===== src/rtl/bt_pkg.sv =====
package bt_pkg;

  typedef enum logic [1:0] {
    SRC_STOP = 2'b00,
    SRC_RSVD = 2'b01,
    SRC_QUAD = 2'b10,
    SRC_TICK = 2'b11
  } src_e;

  typedef enum logic [1:0] {
    DIR_UP   = 2'b00,
    DIR_DOWN = 2'b01,
    DIR_QUAD = 2'b10,
    DIR_RSVD = 2'b11
  } dir_e;

  localparam logic [1:0] ADDR_CNT  = 2'd0;
  localparam logic [1:0] ADDR_CTLA = 2'd1;
  localparam logic [1:0] ADDR_CTLB = 2'd2;
  localparam logic [1:0] ADDR_CMP  = 2'd3;

  localparam int CTLA_MATCH_BIT = 2;
  localparam int CTLA_OVF_BIT   = 7;
  localparam int CTLB_RUN_BIT   = 0;

endpackage


===== src/rtl/bt_quad_dec.sv =====
module bt_quad_dec #(
  parameter int SYNC_STAGES = 2
) (
  input  logic clk,
  input  logic rst_n,
  input  logic phase_a,
  input  logic phase_b,
  output logic step_up,
  output logic step_dn
);

  logic [SYNC_STAGES-1:0] sync_a_q, sync_b_q;
  logic [1:0] cur, prev_q;

  generate
    if (SYNC_STAGES == 1) begin : g_one
      always_ff @(posedge clk or negedge rst_n) begin
        if (!rst_n) begin
          sync_a_q <= '0;
          sync_b_q <= '0;
        end else begin
          sync_a_q <= phase_a;
          sync_b_q <= phase_b;
        end
      end
    end else begin : g_chain
      always_ff @(posedge clk or negedge rst_n) begin
        if (!rst_n) begin
          sync_a_q <= '0;
          sync_b_q <= '0;
        end else begin
          sync_a_q <= {sync_a_q[SYNC_STAGES-2:0], phase_a};
          sync_b_q <= {sync_b_q[SYNC_STAGES-2:0], phase_b};
        end
      end
    end
  endgenerate

  assign cur = {sync_a_q[SYNC_STAGES-1], sync_b_q[SYNC_STAGES-1]};

  always_ff @(posedge clk or negedge rst_n) begin
    if (!rst_n) prev_q <= 2'b00;
    else        prev_q <= cur;
  end

  // Forward order 00 -> 01 -> 11 -> 10 -> 00; a one-bit change either way
  always_comb begin
    step_up = (cur[1] == prev_q[0]) && (cur[0] != prev_q[1]);
    step_dn = (cur[0] == prev_q[1]) && (cur[1] != prev_q[0]);
  end

  // a jump of both phases never yields a step
  p_double_ignored_r11: assert property (@(posedge clk) disable iff (!rst_n)
    ((cur ^ prev_q) == 2'b11) |-> !(step_up || step_dn));

endmodule


===== src/rtl/bt_counter.sv =====
module bt_counter #(
  parameter int WIDTH = 16
) (
  input  logic             clk,
  input  logic             rst_n,
  input  logic             run,
  input  logic             load,
  input  logic [WIDTH-1:0] load_val,
  input  logic             step,
  input  logic             down,
  input  logic             match_en,
  input  logic [WIDTH-1:0] cmp_val,
  input  logic             ovf_sel,
  output logic [WIDTH-1:0] cnt,
  output logic             ovf_pulse
);

  localparam int HI_BIT = WIDTH - 1;
  localparam int LO_BIT = WIDTH - 2;

  logic [WIDTH-1:0] cnt_q, cnt_d;
  logic             ovf_q, ovf_d;
  logic             carry_hi, carry_lo, at_match;

  assign carry_hi = &cnt_q[HI_BIT:0];
  assign carry_lo = &cnt_q[LO_BIT:0];
  assign at_match = match_en && (cnt_q == cmp_val);

  always_comb begin
    cnt_d = cnt_q;
    ovf_d = 1'b0;
    if (!run) begin
      cnt_d = '0;
    end else if (load) begin
      cnt_d = load_val;
    end else if (step) begin
      if (at_match) begin
        cnt_d = '0;
      end else if (down) begin
        cnt_d = cnt_q - WIDTH'(1);
      end else begin
        cnt_d = cnt_q + WIDTH'(1);
        ovf_d = ovf_sel ? carry_lo : carry_hi;
      end
    end
  end

  always_ff @(posedge clk or negedge rst_n) begin
    if (!rst_n) begin
      cnt_q <= '0;
      ovf_q <= 1'b0;
    end else begin
      cnt_q <= cnt_d;
      ovf_q <= ovf_d;
    end
  end

  assign cnt       = cnt_q;
  assign ovf_pulse = ovf_q;

  p_hold_zero_r4: assert property (@(posedge clk) disable iff (!rst_n)
    !run |=> (cnt_q == '0));

  p_load_r6: assert property (@(posedge clk) disable iff (!rst_n)
    (run && load) |=> (cnt_q == $past(load_val)));

  p_idle_stable_r3: assert property (@(posedge clk) disable iff (!rst_n)
    (run && !load && !step) |=> $stable(cnt_q));

  p_match_zero_r9: assert property (@(posedge clk) disable iff (!rst_n)
    (run && !load && step && match_en && (cnt_q == cmp_val)) |=> (cnt_q == '0));

  p_ovf_single_r10: assert property (@(posedge clk) disable iff (!rst_n)
    ovf_q |=> !ovf_q);

  p_ovf_wrap_r10: assert property (@(posedge clk) disable iff (!rst_n)
    ovf_q |-> (cnt_q[LO_BIT:0] == '0));

endmodule


===== src/rtl/base_timer.sv =====
module base_timer
  import bt_pkg::*;
#(
  parameter int WIDTH = 16,
  parameter int SYNC_STAGES = 2
) (
  input  logic             clk,
  input  logic             rst_n,
  input  logic             bus_we,
  input  logic [1:0]       bus_addr,
  input  logic [WIDTH-1:0] bus_wdata,
  output logic [WIDTH-1:0] bus_rdata,
  input  logic             cnt_tick,
  input  logic             quad_a,
  input  logic             quad_b,
  output logic             ovf_irq
);

  src_e             src_q, src_d;
  dir_e             dir_q, dir_d;
  logic             match_en_q, match_en_d;
  logic             ovf_sel_q, ovf_sel_d;
  logic             run_q, run_d;
  logic [WIDTH-1:0] cmp_q, cmp_d;

  logic             q_up, q_dn, quad_mode, step, down, load;
  logic [WIDTH-1:0] cnt;

  // Register next-state
  always_comb begin
    src_d      = src_q;
    dir_d      = dir_q;
    match_en_d = match_en_q;
    ovf_sel_d  = ovf_sel_q;
    run_d      = run_q;
    cmp_d      = cmp_q;
    if (bus_we) begin
      case (bus_addr)
        ADDR_CTLA: begin
          src_d      = src_e'(bus_wdata[1:0]);
          match_en_d = bus_wdata[CTLA_MATCH_BIT];
          ovf_sel_d  = bus_wdata[CTLA_OVF_BIT];
        end
        ADDR_CTLB: begin
          run_d = bus_wdata[CTLB_RUN_BIT];
          dir_d = dir_e'(bus_wdata[2:1]);
        end
        ADDR_CMP: cmp_d = bus_wdata;
        default: ;
      endcase
    end
  end

  always_ff @(posedge clk or negedge rst_n) begin
    if (!rst_n) begin
      src_q      <= SRC_STOP;
      dir_q      <= DIR_UP;
      match_en_q <= 1'b0;
      ovf_sel_q  <= 1'b0;
      run_q      <= 1'b0;
      cmp_q      <= '0;
    end else begin
      src_q      <= src_d;
      dir_q      <= dir_d;
      match_en_q <= match_en_d;
      ovf_sel_q  <= ovf_sel_d;
      run_q      <= run_d;
      cmp_q      <= cmp_d;
    end
  end

  bt_quad_dec #(.SYNC_STAGES(SYNC_STAGES)) i_quad (
    .clk     (clk),
    .rst_n   (rst_n),
    .phase_a (quad_a),
    .phase_b (quad_b),
    .step_up (q_up),
    .step_dn (q_dn)
  );

  // Count-source selection
  always_comb begin
    quad_mode = (src_q == SRC_QUAD) && (dir_q == DIR_QUAD);
    load      = bus_we && (bus_addr == ADDR_CNT);
    step      = 1'b0;
    down      = 1'b0;
    if (quad_mode) begin
      step = q_up || q_dn;
      down = q_dn;
    end else if (src_q == SRC_TICK) begin
      step = cnt_tick;
      down = (dir_q == DIR_DOWN);
    end
  end

  bt_counter #(.WIDTH(WIDTH)) i_cnt (
    .clk       (clk),
    .rst_n     (rst_n),
    .run       (run_q),
    .load      (load),
    .load_val  (bus_wdata),
    .step      (step),
    .down      (down),
    .match_en  (match_en_q),
    .cmp_val   (cmp_q),
    .ovf_sel   (ovf_sel_q),
    .cnt       (cnt),
    .ovf_pulse (ovf_irq)
  );

  // Read mux
  always_comb begin
    case (bus_addr)
      ADDR_CNT:  bus_rdata = run_q ? (cnt + WIDTH'(1)) : '0;
      ADDR_CTLA: bus_rdata = {{(WIDTH-8){1'b0}}, ovf_sel_q, 4'b0000, match_en_q, src_q};
      ADDR_CTLB: bus_rdata = {{(WIDTH-3){1'b0}}, dir_q, run_q};
      default:   bus_rdata = cmp_q;
    endcase
  end

  p_rsvd_zero_r2: assert property (@(posedge clk) disable iff (!rst_n)
    (bus_addr == ADDR_CTLA) |-> (bus_rdata[6:3] == 4'b0000));

  p_stopped_src_r3: assert property (@(posedge clk) disable iff (!rst_n)
    (run_q && !load && (src_q == SRC_STOP || src_q == SRC_RSVD)) |=> $stable(cnt));

  p_quad_gated_r12: assert property (@(posedge clk) disable iff (!rst_n)
    (run_q && !load && (src_q == SRC_QUAD) && (dir_q != DIR_QUAD)) |=> $stable(cnt));

endmodule


===== config.mk =====
export PLATFORM = sky130hd
export DESIGN_NAME = base_timer
export DESIGN_NICKNAME = d
export VERILOG_FILES = /design/src/rtl/bt_pkg.sv /design/src/rtl/bt_quad_dec.sv /design/src/rtl/bt_counter.sv /design/src/rtl/base_timer.sv
export SDC_FILE = /design/constraint.sdc
export NUM_CORES = 1
export LEC_CHECK = 0
export ABC_AREA = 1
export BUFFER_PORTS_ARGS = -buffer_cell sky130_fd_sc_hd__buf_4
export CAP_MARGIN = 25
export CORE_AREA = 2 2 123 125
export DETAILED_ROUTE_END_ITERATION = 12
export DIE_AREA = 0 0 125 127
export PLACE_DENSITY_LB_ADDON = 0.05
export SETUP_SLACK_MARGIN = 0.4
export SLEW_MARGIN = 20
export SYNTH_ARGS = -nofsm -noshare
export SYNTH_HDL_FRONTEND = slang
export SYNTH_SLANG_ARGS = --single-unit

===== constraint.sdc =====
create_clock -name clk -period 2.7 [get_ports clk]
set_clock_uncertainty 0.1 [all_clocks]
set_input_delay 0.405 -clock clk [delete_from_list [all_inputs] [get_ports clk]]
set_output_delay 0.405 -clock clk [all_outputs]
set_load 0.01 [all_outputs]

==> impl_results.md <==
* Cell variety after synth at 31
* CORE AREA at 14400 sq um
* DR vias at 3710
* Post-route ant nets at 0
* Top sig layer: met4
* Detailed placement HPWL at 9970 um
* Most frequent cells in the layout: nand2_1 (230), buf_4 (65), nor2_1 (56)
* Starting DRC count in detailed routing at 199
* Final setup viols at 0
* Clock Latency Late Sink at between 0.3 and 0.4 ns
* Num CTS Buffers at 5
* Reg-to-Reg End: i_cnt.cnt[10]
* Number of H-tree levels at 2
* Final WS setup at 0.437 ns
* # rows at 44
* Final GP Congestion at just over 0.9
* Largest net degree at the start of global routing at 47
* Reg clk slew, reported paths at around 0.080 ns
* Vias in the first global route at 3691
* Min-delay worst type: in -> async
* Outcome: finished clean
* Initial antenna violation count at 0
* DRT Wirelength at 13600 um
* Async SR Flop Fraction at 100%
* Dpl ws at around 0.45 ns
* Tot GR Track Use at 17.5%
* R2R depth at 12
* Final Cell Area at 4470 sq um
* Leakage power at between 2 and 2.5 nW
* Sw Share at between 40 and 50%
* Worst path required time at 2.19 ns
* Internal power at 1.52 mW
* Area grow syn2layout at 25.7%
* Flop pwr share at 33.6%
* Cell count after synthesis at approximately 570
* Final period utilization at 83.8%
* DIE AREA at around 16000 sq um
* Number of flops mapped to enable cells by yosys at 0
* CP Launch Point: i_cnt.cnt[1]
* Mapped Area at around 3600 sq um
* Largest family of logic cells by synthesized area: simple AND/OR/NAND/NOR gates
* CP endpoint: bus_rdata[14]
* Area of the multi-input gates at roughly 2200 sq um
* First-pass GRT wire length at 21200 um
* Setup slack, reg-to-reg at 0.63 ns
* Net Sw Power at 1.11 mW
* Maximum VDD drop at between 0.0002 and 0.00025 V
* Critical path arrival at about 1.8 ns
* WS Path Type: reg -> out
* Share of cells above drive strength 1 at 22.6%
* Routed WL per cell at 16.8 um
* Normalized max-slew margin at 57.4%
* Die height at around 130 um
* YS warnings at 0
* Simple-gate share of the synthesized area at a little over two fifths
* Sequential share of the synthesized area at 32.3%
* Clock sink total at 46
* # DRC at 0
* Commonest non-fill, non-tap cell in the layout: nand2_1
* Nets at 653
* Synth Area in XOR/XNOR at 3.45%
* Final Max Tran Viols at 0
* Synth Flop Type: dfrtp_1
* Pre-antenna DRT Iters at 4
* Mapped Nets at 601
* Met2 routed WL at around 6400 um
* Post-DP Area at roughly 4000 sq um
* RR Startpoint: i_cnt.cnt[0]
* Clock Power Share at 25.6%
* CTS tree: done
* Final-layout fill cell count at 1647
* Pwr per Cell Area at 586 nW/um^2
* Antenna Cells at 0
* I/O Pins at 41
* Setup TNS at 0 ns
* Post-synthesis compound-gate area fraction at a little over 10%
* Clock Tree Root: clkbuf_16
* Post-synthesis register bit count at 46
* Combinational share of power at 40.8%
* Worst Setup End Kind: output pin
* Worst Setup Start Kind: flop
* Post-Syn Area per Cell at 6.20 sq um
* Register area at 1160 sq um
* Post-Synth Adder-Cell Area at 1.05%
* Die width at 125 um
* Achievable Freq at between 0.4 and 0.5 GHz
* Minimum clock period at 2.26 ns
* Multiplexer share of the synthesized area at 0%
* Met1 wire length at 6590 um
* Met3 wire length at 370 um
* Crit-path max FO at 3
* Number of port buffers at 40
* Initial Utilization at 24.7%
* Clk buf depth at 2
* Via density at 4.57
* Endpoints failing hold at 0
* GR Overflow Total at 0
* Max cap viols at 0
* Slew @ Worst Pin at 0.638 ns
* RSZ-0062 raised after global routing: yes
per-layer routing:
metal  track usage (%)  vias to the layer above
li1                  -                     1917
met1              23.2                     1719
met2              29.9                       62
met3              2.47                       12
met4              4.77                        0
met5                 0                        -
cells by family after synthesis:
logic type	after synthesis
AO/OA/AOI/OAI	64
XOR/XNOR	14
adder cells (fa/ha/maj)	3
buffers and inverters	82
flip-flops	46
AND/OR/NAND/NOR	365
synthesized netlist by cell type, types with 4 or more instances:
cell type | instances | area share (%)
o22ai_1 | 9 | 1.6
nand3_1 | 27 | 3.8
o21ai_2 | 5 | 1.2
nor2_2 | 6 | 1.1
dfrtp_1 | 46 | 32
nand2_2 | 6 | 1.1
inv_2 | 10 | 1.1
o21ai_1 | 11 | 1.5
clkbuf_1 | 4 | 0.42
nand4_1 | 16 | 2.8
nand2_1 | 235 | 25
o21ai_0 | 22 | 3.1
buf_4 | 8 | 1.7
buf_2 | 7 | 0.98
inv_1 | 49 | 5.2
nor2_1 | 64 | 6.8
xor2_1 | 11 | 2.7
a21oi_1 | 13 | 1.8
nor3_1 | 5 | 0.70
power groups by stage:
stage	registers (mW)	clock network (mW)	logic, mW
floorplan	0.838	0	0.710
CTS	0.878	0.695	1.03
finish	0.882	0.671	1.07
detailed placement	0.907	0	0.962
global placement	0.908	0	0.960
global route	0.895	0.722	1.22
critical path: stages (launching register included):
cell,delay (ns)
dfrtp_1,0.41
ha_4,0.17
nand3_4,0.11
nor2_2,0.21
nand3_1,0.11
nand2_1,0.07
nand2_1,0.06
o22ai_1,0.15
buf_4,0.16
registers in the layout (all words and copies together), names as in the netlist, 2 cells and up:
signal           cells
cmp_q               16
i_quad.sync_b_q      2
src_q                2
i_quad.prev_q        2
i_quad.sync_a_q      2
i_cnt.cnt           16
dir_q                2
layout make-up:
cell class,instances,area share (%)
clock inverter,3,0.559
inverter,59,5.01
timing repair buffer,68,11.9
multi-input combinational,446,48.6
clock buffer,5,2.80
tap,184,5.15
sequential,46,26.0
metrics by stage:
stage | cells | total power, mW | utilization [%] | hold WS, ns
floorplan | 574 | 1.55 | - | 0.00941
global placement | 781 | 1.87 | 27.6 | 0.237
detailed placement | 781 | 1.87 | 27.6 | 0.236
CTS | 799 | 2.60 | 29.7 | 0.0565
global route | 811 | 2.84 | 31.0 | 0.0813
finish | 811 | 2.62 | 31.0 | 0.0214
worst min-delay path by stage:
| stage | from | to | slack [ns] | cells past startpoint |
|---|---|---|---|---|
| after global routing | rst_n | dir_q[1] | 0.08 | 1 |
| after detailed placement | i_quad.sync_a_q[0] | i_quad.sync_a_q[1] | 0.24 | 0 |
| after global placement | i_quad.sync_a_q[0] | i_quad.sync_a_q[1] | 0.24 | 0 |
| after floorplan | rst_n | cmp_q[0] | 0.009 | 0 |
| after CTS | rst_n | cmp_q[11] | 0.06 | 1 |
| final | rst_n | cmp_q[11] | 0.02 | 1 |
timing repair:
action / in CTS / in global routing
hold buffers: 0 / 0
cloned: 0 / 0
buffers inserted: 10 / 12
resized for setup: 26 / 24
pin swaps: 1 / 5
setup endpoints to repair: 12 / 11
Power figures use the tool's default switching activity.
